[src/rtl/batt_therm_qual.sv]
module batt_therm_qual #(
  parameter int CODE_W  = 10,
  parameter int HOT_TH  = 358,
  parameter int COLD_TH = 767,
  parameter int GONE_TH = 972,
  parameter int OFF_TH  = 51,
  parameter int HYS     = 37,
  parameter int HOLD_MS = 12
) (
  input  logic              clk,
  input  logic              rst_n,
  input  logic              sample_vld,
  input  logic [CODE_W-1:0] code,
  input  logic              ms_tick,
  output logic              temp_ok,
  output logic              batt_present,
  output logic              therm_off
);

  localparam int CNT_W = $clog2(HOLD_MS + 1);
  localparam logic [CODE_W-1:0] HOT_C   = CODE_W'(HOT_TH);
  localparam logic [CODE_W-1:0] HOT_REL = CODE_W'(HOT_TH + HYS);
  localparam logic [CODE_W-1:0] COLD_C  = CODE_W'(COLD_TH);
  localparam logic [CODE_W-1:0] COLD_REL = CODE_W'(COLD_TH - HYS);
  localparam logic [CODE_W-1:0] GONE_C  = CODE_W'(GONE_TH);
  localparam logic [CODE_W-1:0] OFF_C   = CODE_W'(OFF_TH);
  localparam logic [CNT_W-1:0]  LAST    = CNT_W'(HOLD_MS - 1);

  logic [CODE_W-1:0] cur;
  logic              have, hot_lat, cold_lat;
  logic [2:0]        raw, filt, cand;

  always_ff @(posedge clk) begin
    if (!rst_n) begin
      cur      <= '0;
      have     <= 1'b0;
      hot_lat  <= 1'b0;
      cold_lat <= 1'b0;
    end else if (sample_vld) begin
      cur  <= code;
      have <= 1'b1;
      if (code < HOT_C)          hot_lat <= 1'b1;
      else if (code >= HOT_REL)  hot_lat <= 1'b0;
      if (code > COLD_C)         cold_lat <= 1'b1;
      else if (code <= COLD_REL) cold_lat <= 1'b0;
    end
  end

  wire off_now = cur < OFF_C;
  assign raw = have ? {off_now, !(cur > GONE_C), off_now | (!hot_lat & !cold_lat)} : 3'b000;

  for (genvar i = 0; i < 3; i++) begin : g_dg
    logic [CNT_W-1:0] cnt;
    always_ff @(posedge clk) begin
      if (!rst_n) begin
        filt[i] <= 1'b0;
        cand[i] <= 1'b0;
        cnt     <= '0;
      end else if (raw[i] != cand[i] || raw[i] == filt[i]) begin
        cand[i] <= raw[i];
        cnt     <= '0;
      end else if (ms_tick) begin
        if (cnt == LAST) begin
          filt[i] <= cand[i];
          cnt     <= '0;
        end else begin
          cnt <= cnt + 1'b1;
        end
      end
    end
  end

  assign temp_ok      = filt[0];
  assign batt_present = filt[1];
  assign therm_off    = filt[2];

  a_r2_hot_set: assert property (@(posedge clk) disable iff (!rst_n)
    sample_vld && code < HOT_C |=> hot_lat);
  a_r3_hot_hold: assert property (@(posedge clk) disable iff (!rst_n)
    hot_lat && sample_vld && code < HOT_REL |=> hot_lat);
  a_r4_cold_set: assert property (@(posedge clk) disable iff (!rst_n)
    sample_vld && code > COLD_C |=> cold_lat);
  a_r5_cold_hold: assert property (@(posedge clk) disable iff (!rst_n)
    cold_lat && sample_vld && code > COLD_REL |=> cold_lat);
  a_r8_tick_only: assert property (@(posedge clk) disable iff (!rst_n)
    !ms_tick |=> $stable({temp_ok, batt_present, therm_off}));
  a_r9_no_sample: assert property (@(posedge clk) disable iff (!rst_n)
    !sample_vld |=> $stable(hot_lat) && $stable(cold_lat));

endmodule

[config.mk]
export PLATFORM = sky130hd
export DESIGN_NAME = batt_therm_qual
export DESIGN_NICKNAME = d
export VERILOG_FILES = /design/src/rtl/batt_therm_qual.sv
export SDC_FILE = /design/constraint.sdc
export NUM_CORES = 1
export LEC_CHECK = 0
export BUFFER_PORTS_ARGS = -buffer_cell sky130_fd_sc_hd__buf_4
export CAP_MARGIN = 5
export CORE_ASPECT_RATIO = 1.25
export CORE_MARGIN = 3
export CORE_UTILIZATION = 55
export DETAILED_ROUTE_END_ITERATION = 10
export HOLD_SLACK_MARGIN = 0.05
export PLACE_DENSITY_LB_ADDON = 0.25
export SKIP_CTS_REPAIR_TIMING = 1
export SYNTH_ARGS = -nofsm -noshare
export SYNTH_HDL_FRONTEND = slang
export SYNTH_SLANG_ARGS = --single-unit
[constraint.sdc]
create_clock -name clk -period 2.3 [get_ports clk]
set_input_delay 0.69 -clock clk [delete_from_list [all_inputs] [get_ports clk]]
set_output_delay 0.69 -clock clk [all_outputs]
set_load 0.05 [all_outputs]
# After elaboration in Yosys (flattened, before gate mapping)

Index checks and enable logic that the tools add are counted.

Input bits: 14
Register bits after elaboration: 31

Reduce and logical (&&, ||, !) cells: 16
$add $sub $neg: 3
Eq/ne operators: 9
Muxes and demuxes: 8
Order comparisons: 6
Bitwise logic cells: 6

Operators with widths:

| operator                                                            | number |
|---|---|
| greater-than comparator 10 bit (second input constant)              | 2 |
| adder 4 x 1 -> 4 bit (second input constant)                        | 3 |
| equality test 4 bit (second input constant)                         | 3 |
| two-way mux 4 bit                                                   | 3 |
| greater-or-equal comparator 10 x 9 -> 1 bit (second input constant) | 1 |
| less-or-equal comparator 10 bit (second input constant)             | 1 |
| less-than comparator 10 x 6 -> 1 bit (second input constant)        | 1 |
| less-than comparator 10 x 9 -> 1 bit (second input constant)        | 1 |
| AND reduction 3 bit                                                 | 3 |
| OR reduction 2 bit                                                  | 3 |
| two-way mux 1 bit                                                   | 4 |
| NOT 1 bit                                                           | 4 |
| AND reduction 2 bit                                                 | 2 |
| nonzero test 2 bit                                                  | 2 |
| equality test 1 bit                                                 | 3 |
| logical NOT 1 bit                                                   | 3 |
| logical OR 1 bit                                                    | 3 |
| two-way mux 3 bit                                                   | 1 |
| inequality test 1 bit                                               | 3 |
| AND 1 bit                                                           | 1 |
| bitwise OR 1 bit                                                    | 1 |

# Longest topological paths before layout

Depth in word-level cells: 8
Mapped depth: 6
Depth with buffers taken out: 5

# Least setup slack after synthesis

No wires, ideal clock.

Path kind: in2reg
Start: input ms_tick
End: register filt[2], in the netlist therm_off
Setup slack: 454 ps
Required time: 2177 ps
Path buffers: 2
Library setup time: 123 ps
Stages on the path: 5
Arrival time: 1724 ps
Cells stage by stage: clkbuf_1 > buf_1 > nand4b_1 > o211ai_1 > nand3_1

Word-level cells in the longest chain between the ends: 1

Ends and longest elaborated chain:

| what                                 | RTL line | text |
|---|---|---|
| start: declaration                   | 14       | `input logic ms_tick,` |
| AND reduction 3 bit (no source line) | --       |  |
| end signal: indexed assignment       | 64       | `filt[i] <= cand[i];` |
| end: declaration                     | 31       | `logic [2:0] raw, filt, cand;` |

Every way passes these cells.
A chain may end at the register's enable or synchronous reset.

# Worst setup path after layout

Start: register cur[9]
End: register g_dg[0].cnt[1]

Word-level cells in the longest chain between the ends: 6
Elaborated cells on any way between the ends: 7
Those cells by class: order compare: 1; eq/ne: 2; mux: 1; bitwise: 1; reduce/logical: 2

Ends and longest elaborated chain:

| what                                                         | RTL line | text |
|---|---|---|
| start: declaration                                           | 29       | `logic [CODE_W-1:0] cur;` |
| start signal: assignment                                     | 40       | `cur <= code;` |
| less-than comparator 10 x 6 -> 1 bit *                       | 49       | `wire off_now = cur < OFF_C;` |
| bitwise OR 1 bit *                                           | 50       | `assign raw = have ? {off_now, !(cur > GONE_C), off_now \| (!hot_lat & !cold_lat)} : 3'b000;` |
| two-way mux 3 bit *                                          | 50       |  |
| inequality test 1 bit or equality test 1 bit (tied branches) | 59       | `end else if (raw[i] != cand[i] \|\| raw[i] == filt[i]) begin` |
| logical OR 1 bit *                                           | 59       |  |
| OR reduction 2 bit (no source line) *                        | --       |  |
| end signal: assignment                                       | 67       | `cnt <= cnt + 1'b1;` |
| end: declaration                                             | 53       | `logic [CNT_W-1:0] cnt;` |

Mark *: on every way between the ends. The rest lies on a longest branch, timed or not.

==> results_dict.tcl <==
set metrics [dict create \
    hold_violations 0 \
    hpwlAfterDp_um 2203 \
    combPwrFrac 0.110 \
    cts_buffer_depth 2 \
    h-tree-depth 2 \
    gr-total-overflow 0 \
    grt_pass1_wl_um 5292 \
    synthesis.area_um2 1500 \
    fin_nets 196 \
    via_count 1214 \
    path_clk_slew_ps 90 \
    max_freq_mhz 530.1 \
    critPathArrivalTime_ps 2090 \
    rsz0062_at_grt "no" \
    synth_cell_type_count 42 \
    root_buffer "clkbuf_4" \
    n_fill_cell 204 \
    multi_input_area_um2 842.1 \
    critical-path-max-stage-delay_ps 540 \
    port_buffers 16 \
    crit_cells 4 \
    ys_seq_elements 31 \
    syn_nets 178 \
    cts_sinks 31 \
    finalWorstSetupSlack_ps 413.5 \
    die_h_um 64.39 \
    path_buf_inv 0 \
    wire_per_inst_um 13.75 \
    firstDrtPassIters 4 \
    min_period_ps 1887 \
    die-width_um 52.71 \
    dpl_cell_area_um2 1643 \
    cp-end-kind "flip-flop" \
    reg_top3 "g_dg.cnt x12, cur x10, cand x3" \
    cts_tree "built" \
    total_power_mw 1.041 \
    syn_inst 161 \
    drt_iter0_drc 40 \
    yosysTopAreaCell "dfxtp_1" \
    crit_family "simple AND/OR/NAND/NOR gates" \
    power_switching_uw 253.2 \
    yosysWarnings 0 \
    postSynthAreaPerCell_um2 9.318 \
    setup_viol 0 \
    finClkSkew_ps 3.533 \
    row_count 20 \
    p_clk_frac 0.342 \
    grt_pass1_vias 1277 \
    maxSlewViolCount 0 \
    critical_path.max_fanout 8 \
    crit_type "flip-flop to flip-flop" \
    p_int_uw 787.4 \
    max_flop_register "g_dg.cnt" \
    seq_area_frac_synth 0.4137 \
    routed_wl_um 2929 \
    drc 0 \
    slew_headroom 0.6270 \
    coreArea_um2 2527 \
    regArea_um2 620.6 \
    place_ws_ps 422.5 \
    largest_reg_flops 12 \
    status "completed" \
    grtUsageTotal 0.2073 \
    gp_congestion 0.7406 \
    worstMarginPinSlew_ps 555.2 \
    hold_depth 2 \
    area_growth_pct 14.09 \
    start_util 0.5936 \
    p_leak_nw 0.6937 \
    maxCapViolCount 0 \
    power_switching_share 0.2433 \
    setup-tns-final_ps 0 \
    crit_path_cell_trace "or4_4, a311oi_4, or4b_1, a211oi_1" \
    crit_slowest_cell "or4_4" \
    grt_max_degree 20 \
    clkLatencyLatePin_ps 330 \
    ant_nets 0 \
    routed_via_density 5.700 \
    netlist.area_leader.share 0.4137 \
    seq_power_share 0.548 \
    power.density_nw_per_um2 608.0 \
    hp-class "flip-flop to flip-flop" \
    reg2reg_depth 4 \
    die_area_um2 3394 \
    antenna_found_initial 0 \
    min_period_over_period 0.8202 \
    cp.required_ps 2500 \
    drive_above_1_share 0.1667 \
    synth.top_cells.by_area "dfxtp_1, mux2i_1, nor2_1, a21oi_1, ha_1" \
    peakVddDrop_mv 0.5104 \
    final_area_um2 1712 \
    pin_count 17 \
    critPathLaunchType "flip-flop" \
    cts_buffers 5 \
    diodes 0 \
]
placed cells by master, fill, tap and decap left out, types with 2 or more instances in the layout:
cell type,instances
ha_1,3
o211ai_1,2
dfxtp_1,31
a211oi_1,4
nand3b_1,2
o21ai_0,6
nor2b_1,4
xor2_1,2
clkbuf_4,5
a21oi_1,8
xnor2_1,3
buf_4,16
mux2i_1,16
nand3_1,3
nand4b_1,2
and4b_1,2
and2_1,3
inv_1,4
clkbuf_8,2
nand4_1,4
nand2_1,10
nor2_1,26
metrics by stage:
stage	utilization	instances	hold WS (ps)
final	0.6772	213	524.2
after detailed placement	0.6500	205	512.2
after global routing	0.6772	213	567.2
after floorplan	-	161	484.0
after CTS	0.6772	213	526.0
after global placement	0.6500	205	499.3
power groups by stage:
stage,combinational [mW],clock [mW],sequential [mW]
after floorplan,0.0782,0,0.578
after global placement,0.110,0,0.581
after detailed placement,0.114,0,0.583
after CTS,0.114,0.364,0.571
after global routing,0.127,0.387,0.573
final,0.114,0.356,0.571
worst register-to-register path, stage by stage, from the launching register on:
cell	delay (ps)
dfxtp_1	330
or4_4	540
a311oi_4	490
or4b_1	300
a211oi_1	100
Yosys cell counts:
| master | n |
|---|---|
| a2111oi_4 | 1 |
| a211o_1 | 1 |
| a211oi_1 | 4 |
| a21boi_0 | 1 |
| a21oi_1 | 8 |
| a221oi_1 | 1 |
| a22o_1 | 1 |
| a22oi_1 | 1 |
| a311oi_1 | 1 |
| a311oi_4 | 1 |
| and2_1 | 3 |
| and4b_1 | 2 |
| buf_1 | 3 |
| clkbuf_1 | 2 |
| dfxtp_1 | 31 |
| ha_1 | 3 |
| inv_1 | 4 |
| inv_2 | 1 |
| mux2_2 | 1 |
| mux2_4 | 1 |
| mux2i_1 | 16 |
| nand2_1 | 10 |
| nand2b_1 | 1 |
| nand3_1 | 3 |
| nand3b_1 | 2 |
| nand4_1 | 4 |
| nand4b_1 | 2 |
| nor2_1 | 26 |
| nor2b_1 | 4 |
| nor3_1 | 1 |
| nor3b_1 | 1 |
| nor4_1 | 1 |
| o211ai_1 | 2 |
| o21ai_0 | 6 |
| o21ai_4 | 1 |
| o22ai_1 | 1 |
| o31a_1 | 1 |
| or3_1 | 1 |
| or4_4 | 1 |
| or4b_1 | 1 |
| xnor2_1 | 3 |
| xor2_1 | 2 |
layer usage:
layer / wire (um) / share of wire / global-route usage / up-vias
met5: 0 / 0 / 0 / -
met4: 54 / 0.018 / 0.09585 / 0
li1: - / - / - / 616
met1: 1193 / 0.41 / 0.2211 / 575
met2: 1591 / 0.54 / 0.3789 / 17
met3: 90 / 0.031 / 0.03497 / 6
area by class of cell:
| type | instances | area share |
|---|---|---|
| Multi-Input combinational cell | 120 | 0.4920 |
| Sequential cell | 31 | 0.3626 |
| Timing Repair Buffer | 16 | 0.07018 |
| Clock buffer | 8 | 0.04020 |
| Tap cell | 33 | 0.02412 |
| Inverter | 5 | 0.01096 |
kinds of logic after synthesis:
kind of cell / Yosys count / synth area share
adders and majority gates: 3 / 0.02502
buffers and inverters: 10 / 0.02502
AOI/OAI and AO/OA: 31 / 0.1668
xor gates and xnor gates: 5 / 0.02920
DFF: 31 / 0.4137
muxes: 18 / 0.1243
and+or+nand+nor: 63 / 0.2160
path summary, 6_finish.rpt:
kind	from	endpoint	slack (ps)
setup / recovery	cur[9]	g_dg[0].cnt[1]	410
setup reg to reg	cur[9]	g_dg[0].cnt[1]	410
hold / removal	batt_present	batt_present	520
hold reg to reg	batt_present	batt_present	520
Power figures use the tool's default switching activity.
